--- src/rtl/sof_pkg.sv ---
package sof_pkg;

    typedef enum logic {
        SPD_FULL = 1'b0,
        SPD_HIGH = 1'b1
    } speed_e;

    typedef struct packed {
        logic good;
        logic bad;
    } sof_kind_t;

    function automatic sof_kind_t classify_sof(input logic valid, input logic err);
        sof_kind_t k;
        k.good = valid & ~err;
        k.bad  = valid & err;
        return k;
    endfunction

endpackage

--- src/rtl/sof_lock_qual.sv ---
module sof_lock_qual
    import sof_pkg::*;
#(
    parameter int FRAME_W  = 11,
    parameter int LOCK_RUN = 2
) (
    input  logic               clk,
    input  logic               rst,
    input  logic               clr,
    input  sof_kind_t          kind,
    input  logic [FRAME_W-1:0] frame,
    output logic               locked,
    output logic               lock_now
);
    localparam int CNT_W = $clog2(LOCK_RUN + 1);
    localparam logic [CNT_W-1:0] LAST_STEP = CNT_W'(LOCK_RUN - 1);

    logic [CNT_W-1:0]   run_cnt;
    logic [FRAME_W-1:0] ref_frame;
    logic               differs;

    assign differs  = (frame != ref_frame);
    assign lock_now = ~clr & ~locked & kind.good & (run_cnt != '0) & differs
                    & (run_cnt == LAST_STEP);

    always_ff @(posedge clk) begin
        if (rst) begin
            run_cnt   <= '0;
            ref_frame <= '0;
            locked    <= 1'b0;
        end else if (clr) begin
            run_cnt <= '0;
            locked  <= 1'b0;
        end else if (!locked) begin
            if (kind.bad) begin
                run_cnt <= '0;
            end else if (kind.good) begin
                ref_frame <= frame;
                if (run_cnt == '0 || !differs) begin
                    run_cnt <= CNT_W'(1);
                end else if (lock_now) begin
                    run_cnt <= '0;
                    locked  <= 1'b1;
                end else begin
                    run_cnt <= run_cnt + 1'b1;
                end
            end
        end
    end

    AST_LOCK_NEEDS_GOOD: assert property (@(posedge clk) disable iff (rst)
        $rose(locked) |-> $past(kind.good));
    AST_BAD_CLEARS_RUN: assert property (@(posedge clk) disable iff (rst)
        (!locked && kind.bad) |=> !locked);
    AST_CLR_DROPS: assert property (@(posedge clk) disable iff (rst)
        clr |=> !locked);

endmodule

--- src/rtl/sof_frame_reg.sv ---
module sof_frame_reg #(
    parameter int FRAME_W = 11
) (
    input  logic               clk,
    input  logic               rst,
    input  logic               load,
    input  logic [FRAME_W-1:0] frame_in,
    input  logic               irq_clr,
    output logic [FRAME_W-1:0] frame_q,
    output logic               irq
);
    always_ff @(posedge clk) begin
        if (rst) begin
            frame_q <= '0;
            irq     <= 1'b0;
        end else begin
            if (load) frame_q <= frame_in;
            if (load)         irq <= 1'b1;
            else if (irq_clr) irq <= 1'b0;
        end
    end

    AST_IRQ_STICKY: assert property (@(posedge clk) disable iff (rst)
        (irq && !irq_clr) |=> irq);
    AST_IRQ_CLEARS: assert property (@(posedge clk) disable iff (rst)
        (irq_clr && !load) |=> !irq);
    AST_LOAD_SETS: assert property (@(posedge clk) disable iff (rst)
        load |=> (irq && frame_q == $past(frame_in)));

endmodule

--- src/rtl/sof_lock_tracker.sv ---
module sof_lock_tracker
    import sof_pkg::*;
#(
    parameter int FRAME_W  = 11,
    parameter int LOCK_RUN = 2
) (
    input  logic               clk,
    input  logic               rst,
    input  logic               mon_en,
    input  logic               hs_mode,
    input  logic               sof_valid,
    input  logic [FRAME_W-1:0] sof_frame,
    input  logic               sof_err,
    input  logic               irq_clr,
    output logic [FRAME_W-1:0] frame_num,
    output logic               locked,
    output logic               frame_irq
);
    speed_e    spd, spd_prev;
    sof_kind_t kind;
    logic      mode_chg, lock_clr, lock_now, fs_load, hs_load, load;

    assign spd      = speed_e'(hs_mode);
    assign kind     = classify_sof(sof_valid, sof_err);
    assign mode_chg = (spd != spd_prev);
    assign lock_clr = (spd == SPD_FULL) | ~mon_en | mode_chg;

    always_ff @(posedge clk) begin
        if (rst) spd_prev <= SPD_FULL;
        else     spd_prev <= spd;
    end

    sof_lock_qual #(.FRAME_W(FRAME_W), .LOCK_RUN(LOCK_RUN)) u_qual (
        .clk      (clk),
        .rst      (rst),
        .clr      (lock_clr),
        .kind     (kind),
        .frame    (sof_frame),
        .locked   (locked),
        .lock_now (lock_now)
    );

    assign fs_load = (spd == SPD_FULL) & ~mode_chg & kind.good;
    assign hs_load = (spd == SPD_HIGH) & ~lock_clr
                   & ((locked & kind.good & (sof_frame != frame_num)) | lock_now);
    assign load    = fs_load | hs_load;

    sof_frame_reg #(.FRAME_W(FRAME_W)) u_frame (
        .clk      (clk),
        .rst      (rst),
        .load     (load),
        .frame_in (sof_frame),
        .irq_clr  (irq_clr),
        .frame_q  (frame_num),
        .irq      (frame_irq)
    );

    AST_FS_NEVER_LOCKED: assert property (@(posedge clk) disable iff (rst)
        !hs_mode |=> !locked);
    AST_HS_UNLOCKED_HOLD: assert property (@(posedge clk) disable iff (rst)
        (hs_mode && !locked && !lock_now) |=> $stable(frame_num));
    AST_LOCKED_SAME_HOLD: assert property (@(posedge clk) disable iff (rst)
        (hs_mode && mon_en && !mode_chg && locked && sof_valid && sof_frame == frame_num)
        |=> ($stable(frame_num) && locked));
    AST_MODE_FLIP_DROP: assert property (@(posedge clk) disable iff (rst)
        mode_chg |=> !locked);

endmodule

--- config.mk ---
export PLATFORM = sky130hd
export DESIGN_NAME = sof_lock_tracker
export DESIGN_NICKNAME = d
export VERILOG_FILES = /design/src/rtl/sof_pkg.sv /design/src/rtl/sof_lock_qual.sv /design/src/rtl/sof_frame_reg.sv /design/src/rtl/sof_lock_tracker.sv
export SDC_FILE = /design/constraint.sdc
export NUM_CORES = 1
export LEC_CHECK = 0
export ABC_CLOCK_PERIOD_IN_PS = 2120
export CAP_MARGIN = 20
export CORE_MARGIN = 8
export CORE_UTILIZATION = 30
export DETAILED_ROUTE_END_ITERATION = 10
export DONT_BUFFER_PORTS = 1
export GPL_ROUTABILITY_DRIVEN = 0
export GPL_TIMING_DRIVEN = 0
export PLACE_DENSITY = 0.54
export SYNTH_ARGS = -nofsm -noshare
export SYNTH_HDL_FRONTEND = slang
export SYNTH_SLANG_ARGS = --single-unit
--- constraint.sdc ---
create_clock -name clk -period 2.12 [get_ports clk]
set_input_delay 0.106 -clock clk [delete_from_list [all_inputs] [get_ports clk]]
set_output_delay 0.106 -clock clk [all_outputs]
set_load 0.05 [all_outputs]
==> After elaboration in Yosys (flattened, before gate mapping) <==
Cells that the tools add are included.
{ "word_totals": {"register_bits": 27, "input_bits": 18, "out_inout_bits": 13, "word_cells": 55} }
{ "classes": {"addsub": 1, "n_eq_ne": 4, "mux": 11, "bitwise": 24, "reduce_logical": 9} }
{ "op_table": {"columns": ["operator", "count"], "rows": [
  ["$ne A11 B11 Y1", 2],
  ["$and A1 B1 Y1", 13],
  ["$mux W2", 4],
  ["$mux W1", 7],
  ["$not A1 Y1", 7],
  ["$reduce_bool A2 Y1", 3],
  ["$or A1 B1 Y1", 4],
  ["$reduce_and A4 Y1", 1],
  ["$add A2 B1 Y2 const B", 1],
  ["$eq A2 B1 Y1 const B", 1],
  ["$logic_not A2 Y1", 1],
  ["$reduce_and A2 Y1", 1],
  ["$reduce_or A2 Y1", 1],
  ["$logic_not A1 Y1", 1],
  ["$logic_or A1 B1 Y1", 1],
  ["$ne A1 B1 Y1", 1]
]} }

==> Logic depth before layout (Yosys ltp) <==
{ "logic_depth": {"word_depth": 14, "ltp_mapped": 9, "depth_no_buf": 7} }

==> Modules after synthesis <==
A second synthesis with hierarchy kept.
{ "unflattened": {"hier_cells": 150, "area_unflattened_um2": 1306.3} }
{ "modules_own_cells": {"columns": ["module", "n_inst", "cells_each", "area_each_um2", "seq_area_each_um2"], "rows": [
  ["sof_lock_qual", 1, 85, 673.1, 280.3],
  ["sof_frame_reg", 1, 39, 422.9, 240.2],
  ["sof_lock_tracker", 1, 26, 210.2, 20.0]
]} }

==> Worst setup path before layout <==
OpenSTA, ideal clock, no wires.
{ "synth_timing": {"path_type": "register -> register", "startpoint": "register spd_prev", "endpoint": "register u_frame.frame_q[0]", "setup_time_ns": 0.120, "arrival_time_ns": 1.818, "setup_slack_ns": 0.182, "stages_incl_launch_ff": 10, "cell_sequence": "dfxtp_1 > inv_1 > ha_1 > nand3b_4 > or3_1 > buf_2 > nor4b_4 > a211oi_4 > buf_8 > mux2i_1"} }
{ "synth_via": {"elab_chain_len": 11, "word_cells_on_any_way": 15, "classes_between": "1 x eq/ne; 14 x bitwise"} }
{ "synth_lines": {"columns": ["element", "line", "rtl"], "rows": [
  ["start: declaration", "sof_lock_tracker.sv:19", "speed_e spd, spd_prev;"],
  ["start signal: assignment", "sof_lock_tracker.sv:30", "else spd_prev <= spd;"],
  ["$ne A1 B1 Y1 *", "sof_lock_tracker.sv:25", "assign mode_chg = (spd != spd_prev);"],
  ["$or A1 B1 Y1", "sof_lock_tracker.sv:26", "assign lock_clr = (spd == SPD_FULL) | ~mon_en | mode_chg;"],
  ["$not A1 Y1", "sof_lock_qual.sv:23, sof_lock_tracker.sv:44", null],
  ["$and A1 B1 Y1 (4 in series)", "sof_lock_qual.sv:23", "assign lock_now = ~clr & ~locked & kind.good & (run_cnt != '0) & differs"],
  ["$and A1 B1 Y1", "sof_lock_qual.sv:24", "& (run_cnt == LAST_STEP);"],
  ["$or A1 B1 Y1", "sof_lock_tracker.sv:45", "& ((locked & kind.good & (sof_frame != frame_num)) | lock_now);"],
  ["$and A1 B1 Y1", "sof_lock_tracker.sv:45", null],
  ["$or A1 B1 Y1 *", "sof_lock_tracker.sv:46", "assign load = fs_load | hs_load;"],
  ["end signal: assignment", "sof_frame_reg.sv:17", "if (load) frame_q <= frame_in;"],
  ["end: declaration", "sof_frame_reg.sv:9", "output logic [FRAME_W-1:0] frame_q,"]
]} }
Every way passes the cells marked *; elsewhere a longest branch is shown, timed or not.
A chain may end at the register's enable or synchronous reset.

==> Worst setup path in the final report <==
{ "layout_timing": {"startpoint": "register spd_prev", "endpoint": "register u_frame.frame_q[4]"} }
The elaborated chain is that of the path after synthesis.

==> flow_metrics.env <==
export IMPL_synth_top_area_cell="dfxtp_1"
export IMPL_cts_path_max_buffers=2
export IMPL_path_cells="inv_1, ha_1, nand3b_4, or3_1, buf_6, nor4b_4, a211oi_4, clkbuf_16, mux2i_1"
export IMPL_die_h_um=84.9
export IMPL_yosysWarnings=0
export IMPL_fillers=459
export IMPL_slew_headroom_pct=58.5
export IMPL_fin_util_pct=38.7
export IMPL_wirelength_mm=3.65
export IMPL_drt_first_pass_iters=4
export IMPL_fin_crit_sh_pct=97.3
export IMPL_max_cap_violations=0
export IMPL_register_area_um2=582
export IMPL_synthTopCellsByCount="dfxtp_1, nand2b_1, mux2i_1"
export IMPL_ir_drop_mv=0.292
export IMPL_crit_family="simple AND/OR/NAND/NOR gates"
export IMPL_hold_viol=0
export IMPL_total_leakage_power_nw=0.793
export IMPL_die_w_um=84.9
export IMPL_skew_ps=3.79
export IMPL_grt_usage_pct=10.3
export IMPL_synth_edff_count=0
export IMPL_slowest_delay_ps=320
export IMPL_numCtsBuffers=3
export IMPL_grt_setup_unrepaired="true"
export IMPL_r2r_start="spd_prev$_SDFF_PP0_"
export IMPL_n_antenna_cell=0
export IMPL_fin_area_um2=1810
export IMPL_synth_seq_area_share_pct=37.9
export IMPL_overflow=0
export IMPL_insertion_delay_ps=270
export IMPL_ios=31
export IMPL_async_flop_share_pct=0
export IMPL_dp_hpwl_mm=2.52
export IMPL_power_mw=0.973
export IMPL_cts_tree="yes"
export IMPL_h_tree_depth=1
export IMPL_final_cells=224
export IMPL_design_die_area_um2=7210
export IMPL_drt_vias_per_instance=4.80
export IMPL_rows=25
export IMPL_drive_gt1_share_pct=16.5
export IMPL_syn_inst=145
export IMPL_worstPathArrival_ps=2230
export IMPL_syn2layout_area_growth_pct=26.7
export IMPL_core_um2=4660
export IMPL_vias=1076
export IMPL_holdWs_ps=19.5
export IMPL_grt_pass1_vias=1162
export IMPL_drv_slew=0
export IMPL_powerDensity_nw_per_um2=539
export IMPL_outcome="complete, no violations"
export IMPL_clock_tree_root_cell="clkbuf_8"
export IMPL_drtIter0Drc=65
export IMPL_ys_flop_type="dfxtp_1"
export IMPL_cp_max_fo=5
export IMPL_grt_start_max_net_pins=15
export IMPL_required_ps=2290
export IMPL_period_minus_slack_ps=2060
export IMPL_critPathBufInv=3
export IMPL_cp_start_kind="register"
export IMPL_hp_start="sof_frame[6]"
export IMPL_drc=0
export IMPL_dpl_cell_count=199
export IMPL_start_util_pct=30.6
export IMPL_routedWlPerCell_um=16.3
export IMPL_ys_types=25
export IMPL_crit_start="spd_prev$_SDFF_PP0_"
export IMPL_tightestPinTransition_ps=622
export IMPL_cts_num_sinks=27
export IMPL_antenna_found_initial=0
export IMPL_grt_pass1_wl_mm=5.86
export IMPL_dpl_cell_area_um2=1490
export IMPL_netlist_top_cells_area="dfxtp_1, mux2i_1, nand2b_1, xnor2_1, xor2_1"
export IMPL_syn_num_nets=164
export IMPL_hold_class="in2reg"
export IMPL_path_clk_slew_ps=90
export IMPL_antenna_left=0
export IMPL_yosysTopAreaCellShare_pct=37.9
export IMPL_synth_area_per_cell_um2=9.83
export IMPL_max_freq_mhz=485
export IMPL_setup_viol=0
export IMPL_syn_area_um2=1430
export IMPL_multi_input_area_um2=838
export IMPL_ys_ff_latch=27
export IMPL_finalNetCount=190
export IMPL_worstSetupEndpointType="register"
export IMPL_synthMostInstantiatedCell="dfxtp_1"
export IMPL_cp_slowest_cell="or3_1"
export IMPL_numPortBuffers=0
export IMPL_crit_type="reg2reg"
==> per-stage QoR <==
stage               setup slack [ps]  TNS, ps
floorplan                        182        0
global placement               -12.6    -61.3
detailed placement             -85.3     -457
CTS                             20.3        0
global route                   -36.0     -191
finish                          57.1        0
==> cells by family (layout without fill, tap and decap cells) <==
kind of cell    Yosys count  count (layout)  share of synthesized area (%)
compound gates            5               5                           3.25
xor+xnor                 22              22                           13.5
fa+ha+maj                 1               1                          0.878
buf+inv                  10              35                           3.60
flops                    27              27                           37.9
mux                      23              23                           16.2
simple gates             57              57                           24.7
==> routing by layer <==
metal  GRT usage, %  wire, um
met5              0         0
met4           1.94        12
met3           4.25       241
met2           18.0      1870
met1           11.4      1520
==> layout make-up <==
type	count	share of cell area, %
Multi-Input combinational cell	108	46.4
Sequential cell	27	32.2
Timing Repair Buffer	21	11.9
Tap cell	54	3.74
Buffer	7	2.56
Clock buffer	4	2.49
Inverter	3	0.624
==> final timing paths <==
kind                                                          to  slack, ps  cells after the start
worst max-delay path             u_frame.frame_q[4]$_SDFFE_PP0P_         60                      9
worst min-delay path            u_qual.ref_frame[6]$_SDFFE_PP0P_         20                      2
worst max register to register   u_frame.frame_q[4]$_SDFFE_PP0P_         60                      9
worst min register to register  u_qual.ref_frame[0]$_SDFFE_PP0P_        530                      2
==> registers in the layout, summed over array words and instances, names as in the netlist <==
register / cells
u_qual.run_cnt: 2
u_qual.ref_frame: 11
u_frame.frame_q: 11
spd_prev: 1
u_qual.locked: 1
u_frame.irq: 1
==> placed cells by master (no fill, tap or decap) <==
cell | netlist | layout
or3_1 | 1 | 1
a211oi_4 | 1 | 1
mux2i_1 | 23 | 23
ha_1 | 1 | 1
dfxtp_4 | 0 | 11
nor4_2 | 2 | 2
buf_8 | 1 | 1
a32oi_1 | 1 | 1
buf_4 | 0 | 4
nand3_1 | 2 | 2
nand2b_1 | 24 | 24
buf_6 | 0 | 1
nor3_2 | 0 | 1
nor3_1 | 6 | 5
a21oi_1 | 2 | 2
inv_1 | 3 | 3
nand3b_4 | 1 | 1
clkbuf_1 | 4 | 5
nand4_1 | 2 | 2
clkbuf_16 | 0 | 1
nor2b_1 | 1 | 1
xnor2_1 | 11 | 11
or2b_1 | 1 | 1
nor4b_4 | 1 | 1
buf_2 | 2 | 1
a211oi_1 | 1 | 1
dfxtp_1 | 27 | 16
xor2_1 | 11 | 11
clkbuf_8 | 0 | 3
dlygate4sd3_1 | 0 | 16
nand2_1 | 2 | 2
nor2_1 | 14 | 14
==> worst reg2reg max path, delay by kind of cell, from the launching register on <==
| kind | cells | cell delay, ps |
|---|---|---|
| flops | 1 | 310 |
| buf+inv | 3 | 360 |
| mux | 1 | 110 |
| simple gates | 3 | 810 |
| compound gates | 1 | 110 |
| fa+ha+maj | 1 | 270 |
==> power breakdown <==
part | internal (mW) | total [mW] | switching, mW
sequential | 0.509 | 0.544 | 0.0348
clock | 0.135 | 0.294 | 0.159
combinational | 0.0764 | 0.134 | 0.0581
total | 0.720 | 0.973 | 0.252
==> what timing repair did <==
item | 4_1_cts | 5_1_grt
endpoints found under the hold margin | 24 | 0
pin swaps | 0 | 2
gates resized for setup | 11 | 14
hold buffers | 16 | 0
endpoints found under the setup margin | 10 | 10
gates cloned | 0 | 1
buffers inserted | 0 | 5
No activity file was read; power rests on OpenSTA's default activity.
